--- config.mk ---
export PLATFORM = sky130hd
export DESIGN_NAME = addr_xlate_unit
export DESIGN_NICKNAME = d
export VERILOG_FILES = /design/src/rtl/xlate_pkg.sv /design/src/rtl/xlate_tlb.sv /design/src/rtl/xlate_decide.sv /design/src/rtl/xlate_ctr.sv /design/src/rtl/addr_xlate_unit.sv
export SDC_FILE = /design/constraint.sdc
export NUM_CORES = 1
export LEC_CHECK = 0
export ABC_AREA = 1
export BUFFER_PORTS_ARGS = -buffer_cell sky130_fd_sc_hd__buf_2
export CELL_PAD_IN_SITES_DETAIL_PLACEMENT = 0
export CELL_PAD_IN_SITES_GLOBAL_PLACEMENT = 2
export CORE_AREA = 2 2 304 306
export CTS_BUF_LIST = sky130_fd_sc_hd__clkbuf_4 sky130_fd_sc_hd__clkbuf_8 sky130_fd_sc_hd__clkbuf_16
export CTS_CLUSTER_DIAMETER = 100
export DETAILED_ROUTE_END_ITERATION = 10
export DIE_AREA = 0 0 306 308
export PLACE_DENSITY = 0.82
export SETUP_SLACK_MARGIN = 0.3
export SLEW_MARGIN = 20
export SYNTH_ARGS = -nofsm -noshare
export SYNTH_HDL_FRONTEND = slang
export SYNTH_SLANG_ARGS = --single-unit
--- constraint.sdc ---
create_clock -name clk_i -period 6.8 [get_ports clk_i]
set_input_delay 0.68 -clock clk_i [delete_from_list [all_inputs] [get_ports clk_i]]
set_output_delay 0.68 -clock clk_i [all_outputs]
set_load 0.05 [all_outputs]
--- src/rtl/xlate_pkg.sv ---
package xlate_pkg;
  typedef enum logic [2:0] {
    FLT_NONE = 3'd0,
    FLT_ACV  = 3'd1,
    FLT_MISS = 3'd2,
    FLT_MCHK = 3'd3
  } fault_e;

  localparam logic [1:0] MODE_KERNEL = 2'b00;
endpackage

--- src/rtl/xlate_tlb.sv ---
module xlate_tlb #(
  parameter int ENTRIES = 8,
  parameter int VPN_W   = 30,
  parameter int ASN_W   = 8,
  parameter int PFN_W   = 32
) (
  input  logic             clk_i,
  input  logic             rst_ni,
  input  logic [VPN_W-1:0] lk_vpn_i,
  input  logic [ASN_W-1:0] lk_asn_i,
  output logic             hit_o,
  output logic [PFN_W-1:0] pfn_o,
  input  logic             fill_en_i,
  input  logic [VPN_W-1:0] fill_vpn_i,
  input  logic [ASN_W-1:0] fill_asn_i,
  input  logic [PFN_W-1:0] fill_pfn_i
);
  localparam int IDX_W = (ENTRIES > 1) ? $clog2(ENTRIES) : 1;
  localparam logic [IDX_W-1:0] LAST = IDX_W'(ENTRIES - 1);

  logic [ENTRIES-1:0] valid_q;
  logic [VPN_W-1:0]   vpn_q [ENTRIES];
  logic [ASN_W-1:0]   asn_q [ENTRIES];
  logic [PFN_W-1:0]   pfn_q [ENTRIES];
  logic [IDX_W-1:0]   ptr_q;
  logic [ENTRIES-1:0] match;

  for (genvar g = 0; g < ENTRIES; g++) begin : g_cmp
    assign match[g] = valid_q[g] && (vpn_q[g] == lk_vpn_i) && (asn_q[g] == lk_asn_i);
  end

  // lowest index wins on duplicate entries
  always_comb begin
    hit_o = |match;
    pfn_o = '0;
    for (int i = ENTRIES - 1; i >= 0; i--) begin
      if (match[i]) pfn_o = pfn_q[i];
    end
  end

  always_ff @(posedge clk_i or negedge rst_ni) begin
    if (!rst_ni) begin
      valid_q <= '0;
      ptr_q   <= '0;
      for (int i = 0; i < ENTRIES; i++) begin
        vpn_q[i] <= '0;
        asn_q[i] <= '0;
        pfn_q[i] <= '0;
      end
    end else if (fill_en_i) begin
      valid_q[ptr_q] <= 1'b1;
      vpn_q[ptr_q]   <= fill_vpn_i;
      asn_q[ptr_q]   <= fill_asn_i;
      pfn_q[ptr_q]   <= fill_pfn_i;
      ptr_q          <= (ptr_q == LAST) ? '0 : ptr_q + 1'b1;
    end
  end
endmodule

--- src/rtl/xlate_decide.sv ---
module xlate_decide
  import xlate_pkg::*;
#(
  parameter int VA_W      = 64,
  parameter int VA_HI     = 42,
  parameter int PG_BITS   = 13,
  parameter int PFN_W     = 32,
  parameter int PA_IMPL_W = 44
) (
  input  logic [VA_W-1:0]  va_i,
  input  logic             phys_i,
  input  logic             is_write_i,
  input  logic [1:0]       mode_i,
  input  logic [1:0]       sp_en_i,
  input  logic             tlb_hit_i,
  input  logic [PFN_W-1:0] tlb_pfn_i,
  output logic [VA_W-1:0]  paddr_o,
  output fault_e           fault_o,
  output logic [2:0]       status_o,
  output logic             translated_o
);
  localparam logic [VA_W-1:0] PA_MASK = {{(VA_W-PA_IMPL_W){1'b0}}, {PA_IMPL_W{1'b1}}};

  logic            sp_hit, va_ok;
  logic [VA_W-1:0] mapped;

  assign sp_hit = sp_en_i[1] && (va_i[VA_HI:VA_HI-1] == 2'b10);
  // upper bits must sign-extend the top implemented bit
  assign va_ok  = (&va_i[VA_W-1:VA_HI]) || !(|va_i[VA_W-1:VA_HI]);

  always_comb begin
    mapped = '0;
    mapped[PFN_W+PG_BITS-1:0] = {tlb_pfn_i, va_i[PG_BITS-1:0]};
  end

  always_comb begin
    paddr_o      = '0;
    fault_o      = FLT_NONE;
    status_o     = 3'b000;
    translated_o = 1'b0;
    if (sp_hit && (mode_i != MODE_KERNEL)) begin
      fault_o  = FLT_ACV;
      status_o = {is_write_i, 1'b0, 1'b1};
    end else if (sp_hit || phys_i) begin
      paddr_o = va_i & PA_MASK;
    end else begin
      translated_o = 1'b1;
      if (!va_ok) begin
        fault_o  = FLT_ACV;
        status_o = {is_write_i, 1'b1, 1'b1};
      end else if (!tlb_hit_i) begin
        fault_o  = FLT_MISS;
        status_o = {is_write_i, 1'b0, 1'b0};
      end else begin
        paddr_o = mapped;
        if (|(mapped & ~PA_MASK)) fault_o = FLT_MCHK;
      end
    end
  end
endmodule

--- src/rtl/xlate_ctr.sv ---
module xlate_ctr #(
  parameter int CNT_W = 16
) (
  input  logic                  clk_i,
  input  logic                  rst_ni,
  input  logic                  inc_acc_i,
  input  logic                  inc_hit_i,
  input  logic                  inc_acv_i,
  input  logic                  wr_i,
  output logic [1:0][CNT_W-1:0] acc_o,
  output logic [1:0][CNT_W-1:0] hit_o,
  output logic [1:0][CNT_W-1:0] acv_o
);
  // index 0 = read, 1 = write
  for (genvar d = 0; d < 2; d++) begin : g_dir
    logic sel;
    assign sel = (wr_i == d[0]);
    always_ff @(posedge clk_i or negedge rst_ni) begin
      if (!rst_ni) begin
        acc_o[d] <= '0;
        hit_o[d] <= '0;
        acv_o[d] <= '0;
      end else if (sel) begin
        if (inc_acc_i) acc_o[d] <= acc_o[d] + 1'b1;
        if (inc_hit_i) hit_o[d] <= hit_o[d] + 1'b1;
        if (inc_acv_i) acv_o[d] <= acv_o[d] + 1'b1;
      end
    end
  end
endmodule

--- src/rtl/addr_xlate_unit.sv ---
module addr_xlate_unit
  import xlate_pkg::*;
#(
  parameter int VA_W      = 64,
  parameter int VA_HI     = 42,
  parameter int PG_BITS   = 13,
  parameter int ASN_W     = 8,
  parameter int PFN_W     = 32,
  parameter int PA_IMPL_W = 44,
  parameter int ENTRIES   = 8,
  parameter int CNT_W     = 16,
  localparam int VPN_W    = VA_HI - PG_BITS + 1
) (
  input  logic             clk_i,
  input  logic             rst_ni,
  input  logic             req_valid_i,
  input  logic [VA_W-1:0]  va_i,
  input  logic             phys_i,
  input  logic             is_write_i,
  input  logic [1:0]       mode_i,
  input  logic [1:0]       sp_en_i,
  input  logic [ASN_W-1:0] asn_i,
  input  logic             fill_en_i,
  input  logic [VPN_W-1:0] fill_vpn_i,
  input  logic [ASN_W-1:0] fill_asn_i,
  input  logic [PFN_W-1:0] fill_pfn_i,
  output logic             valid_o,
  output logic [VA_W-1:0]  paddr_o,
  output logic [2:0]       fault_o,
  output logic [2:0]       status_o,
  output logic [CNT_W-1:0] rd_access_cnt_o,
  output logic [CNT_W-1:0] wr_access_cnt_o,
  output logic [CNT_W-1:0] rd_hit_cnt_o,
  output logic [CNT_W-1:0] wr_hit_cnt_o,
  output logic [CNT_W-1:0] rd_acv_cnt_o,
  output logic [CNT_W-1:0] wr_acv_cnt_o
);
  logic                  tlb_hit;
  logic [PFN_W-1:0]      tlb_pfn;
  logic [VA_W-1:0]       d_paddr;
  fault_e                d_fault;
  logic [2:0]            d_status;
  logic                  d_translated;
  logic [1:0][CNT_W-1:0] acc, hit, acv;

  xlate_tlb #(
    .ENTRIES(ENTRIES), .VPN_W(VPN_W), .ASN_W(ASN_W), .PFN_W(PFN_W)
  ) u_tlb (
    .clk_i      (clk_i),
    .rst_ni     (rst_ni),
    .lk_vpn_i   (va_i[VA_HI:PG_BITS]),
    .lk_asn_i   (asn_i),
    .hit_o      (tlb_hit),
    .pfn_o      (tlb_pfn),
    .fill_en_i  (fill_en_i),
    .fill_vpn_i (fill_vpn_i),
    .fill_asn_i (fill_asn_i),
    .fill_pfn_i (fill_pfn_i)
  );

  xlate_decide #(
    .VA_W(VA_W), .VA_HI(VA_HI), .PG_BITS(PG_BITS), .PFN_W(PFN_W), .PA_IMPL_W(PA_IMPL_W)
  ) u_dec (
    .va_i         (va_i),
    .phys_i       (phys_i),
    .is_write_i   (is_write_i),
    .mode_i       (mode_i),
    .sp_en_i      (sp_en_i),
    .tlb_hit_i    (tlb_hit),
    .tlb_pfn_i    (tlb_pfn),
    .paddr_o      (d_paddr),
    .fault_o      (d_fault),
    .status_o     (d_status),
    .translated_o (d_translated)
  );

  xlate_ctr #(.CNT_W(CNT_W)) u_ctr (
    .clk_i     (clk_i),
    .rst_ni    (rst_ni),
    .inc_acc_i (req_valid_i && d_translated),
    .inc_hit_i (req_valid_i && (d_fault == FLT_NONE)),
    .inc_acv_i (req_valid_i && (d_fault == FLT_ACV)),
    .wr_i      (is_write_i),
    .acc_o     (acc),
    .hit_o     (hit),
    .acv_o     (acv)
  );

  always_ff @(posedge clk_i or negedge rst_ni) begin
    if (!rst_ni) begin
      valid_o  <= 1'b0;
      paddr_o  <= '0;
      fault_o  <= 3'd0;
      status_o <= 3'd0;
    end else begin
      valid_o <= req_valid_i;
      if (req_valid_i) begin
        paddr_o  <= d_paddr;
        fault_o  <= d_fault;
        status_o <= d_status;
      end
    end
  end

  assign rd_access_cnt_o = acc[0];
  assign wr_access_cnt_o = acc[1];
  assign rd_hit_cnt_o    = hit[0];
  assign wr_hit_cnt_o    = hit[1];
  assign rd_acv_cnt_o    = acv[0];
  assign wr_acv_cnt_o    = acv[1];
endmodule

Yosys cells after proc, flatten, opt, wreduce, memory -nomap -nowiden --
Index checks and enable logic that the tools add are counted.
Word-level totals: flip-flop bits (word level) 738, latch bits 0, memory bits (writable) 0, bits in read-only memories 0, input port bits 152, memories 0
Cells by class: add/subtract/negate cells 7, multiply operators 0, divide/modulo/power cells 0, magnitude comparators 4, equal/unequal tests 19, shift operators 0, mux-type cells 35, bitwise operators 3, reduce and logical (&&, ||, !) cells 37
Operators by type and width (count):
- 32-bit two-way mux | 9
- 256-bit bitwise mux | 1
- 240-bit bitwise mux | 1
- 30-bit equality test | 8
- 64-bit two-way mux | 3
- 16-bit by 1-bit adder with 16-bit output, second input constant | 6
- 32-bit demux with 3-bit select | 1
- 30-bit demux with 3-bit select | 1
- 64-bit bitwise mux | 1
- 8-bit equality test | 8
- 45-bit two-way mux | 1
- 30-bit two-way mux | 1
- 3-bit two-way mux | 9
- 8-bit demux with 3-bit select | 1
- 1-bit logical AND | 23
- 22-bit AND reduction | 1
- 22-bit OR reduction | 1
- 2-bit AND reduction | 6
- 8-bit two-way mux | 1
- 8-bit bitwise OR | 1
- 8-bit OR reduction | 1
- 4-bit greater-or-equal comparator, second input constant | 1
- 3-bit by 4-bit < comparator with 1-bit output, second input constant | 1
- 4-bit by 1-bit < comparator with 1-bit output, second input constant | 1
- 14 further kinds | 17

Longest topological paths before layout --
depth after elaboration 19, depth in mapped cells 29

Modules after synthesis --
Synthesis repeated with hierarchy kept, for this count alone.
Second synthesis, totals: cell total of the unflattened synthesis 4756, area, all modules 36462.5 µm²
By module, submodules not included:
- xlate_tlb | times used 1, cells an instance 3593, area an instance 27418.8 µm²
- xlate_ctr | times used 1, cells an instance 568, area an instance 4784.6 µm²
- addr_xlate_unit | times used 1, cells an instance 305, area an instance 2808.9 µm²
- xlate_decide | times used 1, cells an instance 290, area an instance 1450.1 µm²

Worst setup path after synthesis --
No wires, ideal clock.
path type input port to flip-flop, start point input va_i[39], end point register u_ctr.hit_o[30] (netlist name), library setup time 0.119 ns, data arrival time 2.845 ns, required time 6.681 ns, setup slack 3.835 ns, stages on the path 28, buffers on the path 1, cell sequence buf_2 inv_2 nand2_1 nand2_1 inv_1 nand2_1 nor2_1 nand2_1 nor2_1 inv_1 nor2_2 nor2_1 nand3_1 nand2_1 nand2_1 nand2_1 nand2_1 nand2_1 nand3_1 nand2_1 a21oi_4 nand2_2 nor2_2 nand3_2 clkinv_1 nand2_1 nand2_1 nand2_1
On the way: word-level cells in the longest chain between the ends 19, elaborated cells on any way between the ends 41, classes of those cells eq/ne: 8; mux: 13; reduce/logical: 20
RTL lines:
- start: declaration | RTL line addr_xlate_unit.sv:17 | input logic [VA_W-1:0] va_i,
- 30-bit equality test | RTL line xlate_tlb.sv:29 | assign match[g] = valid_q[g] && (vpn_q[g] == lk_vpn_i) && (asn_q[g] == lk_asn_i);
- 1-bit logical AND (2 in a row) | RTL line xlate_tlb.sv:29
- 32-bit two-way mux (8 in a row) | RTL line xlate_tlb.sv:37 | if (match[i]) pfn_o = pfn_q[i];
- 2-bit two-way mux | RTL line xlate_decide.sv:56 | if (|(mapped & ~PA_MASK)) fault_o = FLT_MCHK;
- 3-bit two-way mux * | RTL line xlate_decide.sv:51 | end else if (!tlb_hit_i) begin
- 3-bit two-way mux * | RTL line xlate_decide.sv:48 | if (!va_ok) begin
- 3-bit two-way mux * | RTL line xlate_decide.sv:44 | end else if (sp_hit || phys_i) begin
- 3-bit two-way mux * | RTL line xlate_decide.sv:41 | if (sp_hit && (mode_i != MODE_KERNEL)) begin
- 3-bit logical NOT * | RTL line addr_xlate_unit.sv:81 | .inc_hit_i (req_valid_i && (d_fault == FLT_NONE)),
- 1-bit logical AND * | RTL line addr_xlate_unit.sv:81
- 2-bit AND reduction (no line) *
- end signal: indexed assignment | RTL line xlate_ctr.sv:25 | if (inc_hit_i) hit_o[d] <= hit_o[d] + 1'b1;
- end: declaration | RTL line xlate_ctr.sv:11 | output logic [1:0][CNT_W-1:0] hit_o,
Every way passes the cells marked *; elsewhere a longest branch is shown, timed or not. A chain may end at the register's enable or synchronous reset.

Worst setup path after layout --
start point input va_i[30], end point register paddr_o[43]
On the way: word-level cells in the longest chain between the ends 15, elaborated cells on any way between the ends 37, classes of those cells eq/ne: 8; mux: 12; reduce/logical: 17
RTL lines:
- 30-bit equality test | RTL line xlate_tlb.sv:29
- 1-bit logical AND (2 in a row) | RTL line xlate_tlb.sv:29
- 32-bit two-way mux (8 in a row) | RTL line xlate_tlb.sv:37
- 45-bit two-way mux * | RTL line xlate_decide.sv:51
- 64-bit two-way mux * | RTL line xlate_decide.sv:48
- 64-bit two-way mux * | RTL line xlate_decide.sv:44
- 64-bit two-way mux * | RTL line xlate_decide.sv:41
- end signal: assignment | RTL line addr_xlate_unit.sv:98 | paddr_o <= d_paddr;
- end: declaration | RTL line addr_xlate_unit.sv:28 | output logic [VA_W-1:0] paddr_o,
Marked as above.

==> results.sh <==
export IMPL_maxCapViolations=0
export IMPL_numCtsBuffers=83
export IMPL_final_area_um2=39600
export IMPL_ys_async_sr_fraction=1.00
export IMPL_clk_path_buf_depth=3
export IMPL_placed_cell_area_um2=36800
export IMPL_root_buffer="clkbuf_16"
export IMPL_die_x_um=306
export IMPL_drc=0
export IMPL_drive_gt1_frac=0.124
export IMPL_crit_path_end_kind="register"
export IMPL_status="complete, no violations"
export IMPL_yosysWarnings=0
export IMPL_grt_overflow_total=0
export IMPL_setup_viol=0
export IMPL_swShare=0.370
export IMPL_worstMarginPinSlew_ns=1.08
export IMPL_max_slew_margin=0.280
export IMPL_p_int_mw=10.1
export IMPL_post_cts_buffers=0
export IMPL_post_route_period_util=0.640
export IMPL_drt_initial_drc_count=2964
export IMPL_drv_slew=0
export IMPL_firstDrtPassIters=6
export IMPL_synth_top_area_frac=0.523
export IMPL_rows=111
export IMPL_cp_max_fo=62
export IMPL_antenna_found_initial=5
export IMPL_dieHeight_um=308
export IMPL_syn_to_final_growth_pct=15.3
export IMPL_globalRouteTotalUtil=0.274
export IMPL_final_util=0.436
export IMPL_synth_seq_area_share=0.523
export IMPL_syn_cell_area_um2=34400
export IMPL_num_vias=29700
export IMPL_fin_skew_ns=0.0304
export IMPL_rsz0062_at_grt="no"
export IMPL_seqPwrFrac=0.441
export IMPL_dominantRegCellSynth="dfrtp_1"
export IMPL_setup_ws_ns=2.45
export IMPL_dp_hpwl_um=87600
export IMPL_fin_nets=4663
export IMPL_cts_tree="done"
export IMPL_pre_cts_slack_ns=1.91
export IMPL_final_hold_viol_count=0
export IMPL_clk_latency_ns=0.66
export IMPL_synth_top_cell_by_area="dfrtp_1"
export IMPL_fill_cells=9375
export IMPL_grt_pass1_wl_um=191000
export IMPL_antenna_left=0
export IMPL_p_sw_mw=5.94
export IMPL_vdd_drop_max_mv=0.219
export IMPL_io_buffers=297
export IMPL_holdBufCountCts=0
export IMPL_wirelength_um=130000
export IMPL_avgRoutedWirePerCell_um=22.5
export IMPL_grt_pass1_vias=27800
export IMPL_synthCells=4309
export IMPL_synth_edf_count=0
export IMPL_yosys_top_cells_area="dfrtp_1 (52%), nand2_1 (15%), o21ai_0 (10%)"
export IMPL_design_die_area_um2=94200
export IMPL_cp_required_ns=7.34
export IMPL_power_density_nw_per_um2=405
export IMPL_htreeDepth=3
export IMPL_place_gp_congestion=0.923
export IMPL_fmax_mhz=230
export IMPL_worstSetupPathType="input port to register"
export IMPL_most_common_layout_cells="nand2_1 (1394), dfrtp_1 (718), o21ai_0 (712), inv_1 (372), buf_2 (296)"
export IMPL_comb_power_share=0.271
export IMPL_setup_worst_path_start_class="input port"
export IMPL_synth_seq_cells=718
export IMPL_synthDistinctLibCells=46
export IMPL_syn_area_per_cell_um2=7.98
export IMPL_power_frac_clock=0.288
export IMPL_finalSetupTns_ns=0
export IMPL_io_pins=319
export IMPL_start_util=0.378
export IMPL_postCtsResizedCells=0
export IMPL_viasPerCell=5.16
export IMPL_cts_sinks=718
export IMPL_coreArea_um2=91000
export IMPL_p_leak_nw=20.2
export IMPL_grt_max_degree=145
export IMPL_arrival_ns=4.89
export IMPL_clkTransAtPathRegs_ns=0.06
export IMPL_hp_class="input port to async pin"
export IMPL_period_needed_ns=4.35
export IMPL_final_common_cell="nand2_1"
-- cells in the mapped netlist (3+ instances only) --
cell type  number
nand2_1      1400
dfrtp_1       718
o21ai_0       712
inv_1         373
nor2_1        255
clkbuf_1      173
nand4_1        96
nand3_1        86
xnor2_1        85
xor2_1         78
o211ai_1       50
a21oi_1        45
buf_2          39
or2_2          33
nor3_1         30
buf_4          23
inv_2          17
o22ai_1        15
nor4_1         12
ha_1            8
nor2_2          7
mux2_2          5
nand2_2         5
o2111ai_1       5
a211oi_1        4
buf_1           4
nand3b_1        4
nor3_2          4
and3_1          3
-- metrics by stage --
stage                     instances  hold WS, ns  power, mW
final                          5753        0.119       16.1
after global routing           5752        0.199       17.1
after CTS                      5752        0.166       16.1
after detailed placement       5604        0.441       11.4
after global placement         5604        0.436       11.3
after floorplan                4328        0.384       9.87
-- registers in the layout (all words and copies together) (netlist names), 2 cells and up --
signal,cells
paddr_o,45
u_tlb.ptr_q,3
u_tlb.vpn_q,240
fault_o,2
u_tlb.valid_q,8
u_ctr.hit_o,32
u_tlb.pfn_q,256
u_ctr.acc_o,32
u_ctr.acv_o,32
u_tlb.asn_q,64
status_o,3
-- worst paths after layout --
| path | start | to | slack, ns | cells past startpoint |
|---|---|---|---|---|
| setup / recovery | va_i[30] | paddr_o[43]$_DFFE_PN0P_ | 2.45 | 19 |
| hold / removal | rst_ni | u_tlb.vpn_q[88]$_DFFE_PN0P_ | 0.12 | 1 |
| setup reg to reg | u_tlb.vpn_q[1]$_DFFE_PN0P_ | paddr_o[35]$_DFFE_PN0P_ | 2.68 | 16 |
| hold reg to reg | u_tlb.valid_q[4]$_DFFE_PN0P_ | u_tlb.valid_q[4]$_DFFE_PN0P_ | 0.46 | 2 |
| max in group asynchronous | rst_ni | u_ctr.acc_o[30]$_DFFE_PN0P_ | 5.12 | 2 |
| min in group clk_i | fill_pfn_i[1] | u_tlb.pfn_q[1]$_DFFE_PN0P_ | 0.24 | 3 |
-- logic make-up (layout without fill, tap and decap cells) --
kind of cell	Yosys count	count (layout)	synth area share
AND/OR/NAND/NOR	1940	1940	0.229
AO/OA/AOI/OAI	842	842	0.129
flip-flops	718	718	0.523
buffers and inverters	631	869	0.0730
XOR/XNOR	163	163	0.0415
adder cells (fa/ha/maj)	8	8	0.00291
multiplexers	6	6	0.00196
other	1	21	0.000109
-- area by class of cell --
type	count	area (µm²)	share of cell area
sequential	718	18000	0.453
tap	1186	1480	0.0374
multi-input combinational	2979	14100	0.355
inverter	391	1470	0.0370
clock buffer	131	2590	0.0652
timing repair buffer	330	1810	0.0458
antenna	1	2.50	0.0000631
clock inverter	17	238	0.00600
-- metal layers --
metal | up-vias | global-route usage | routed length [µm]
met5 | - | 0 | 35
met3 | 141 | 0.0539 | 10200
li1 | 14100 | - | -
met1 | 14300 | 0.402 | 60600
met4 | 6 | 0.0587 | 2420
met2 | 1075 | 0.419 | 56500
-- power by group through the flow --
| stage | sequential [mW] | combinational (mW) | clock (mW) |
|---|---|---|---|
| after floorplan | 7.19 | 2.68 | 0 |
| final | 7.08 | 4.36 | 4.62 |
| after detailed placement | 7.10 | 4.31 | 0 |
| after CTS | 7.05 | 4.33 | 4.71 |
| after global placement | 7.06 | 4.24 | 0 |
| after global routing | 7.29 | 4.95 | 4.89 |
-- critical path, cell delays in order --
cell	delay [ns]
buf_2	0.22
inv_1	0.58
nand2_1	0.15
nand2_1	0.11
nor2_1	0.05
nand2_1	0.06
nor2_1	0.04
nand3_1	0.21
nand2b_2	0.21
buf_4	0.62
nand2_1	0.15
nor2_1	0.33
nand2_1	0.20
nand3_1	0.11
buf_4	0.47
nor2_1	0.08
o21ai_0	0.26
nand2_1	0.10
a22o_1	0.20
Power figures use the tool's default switching activity.
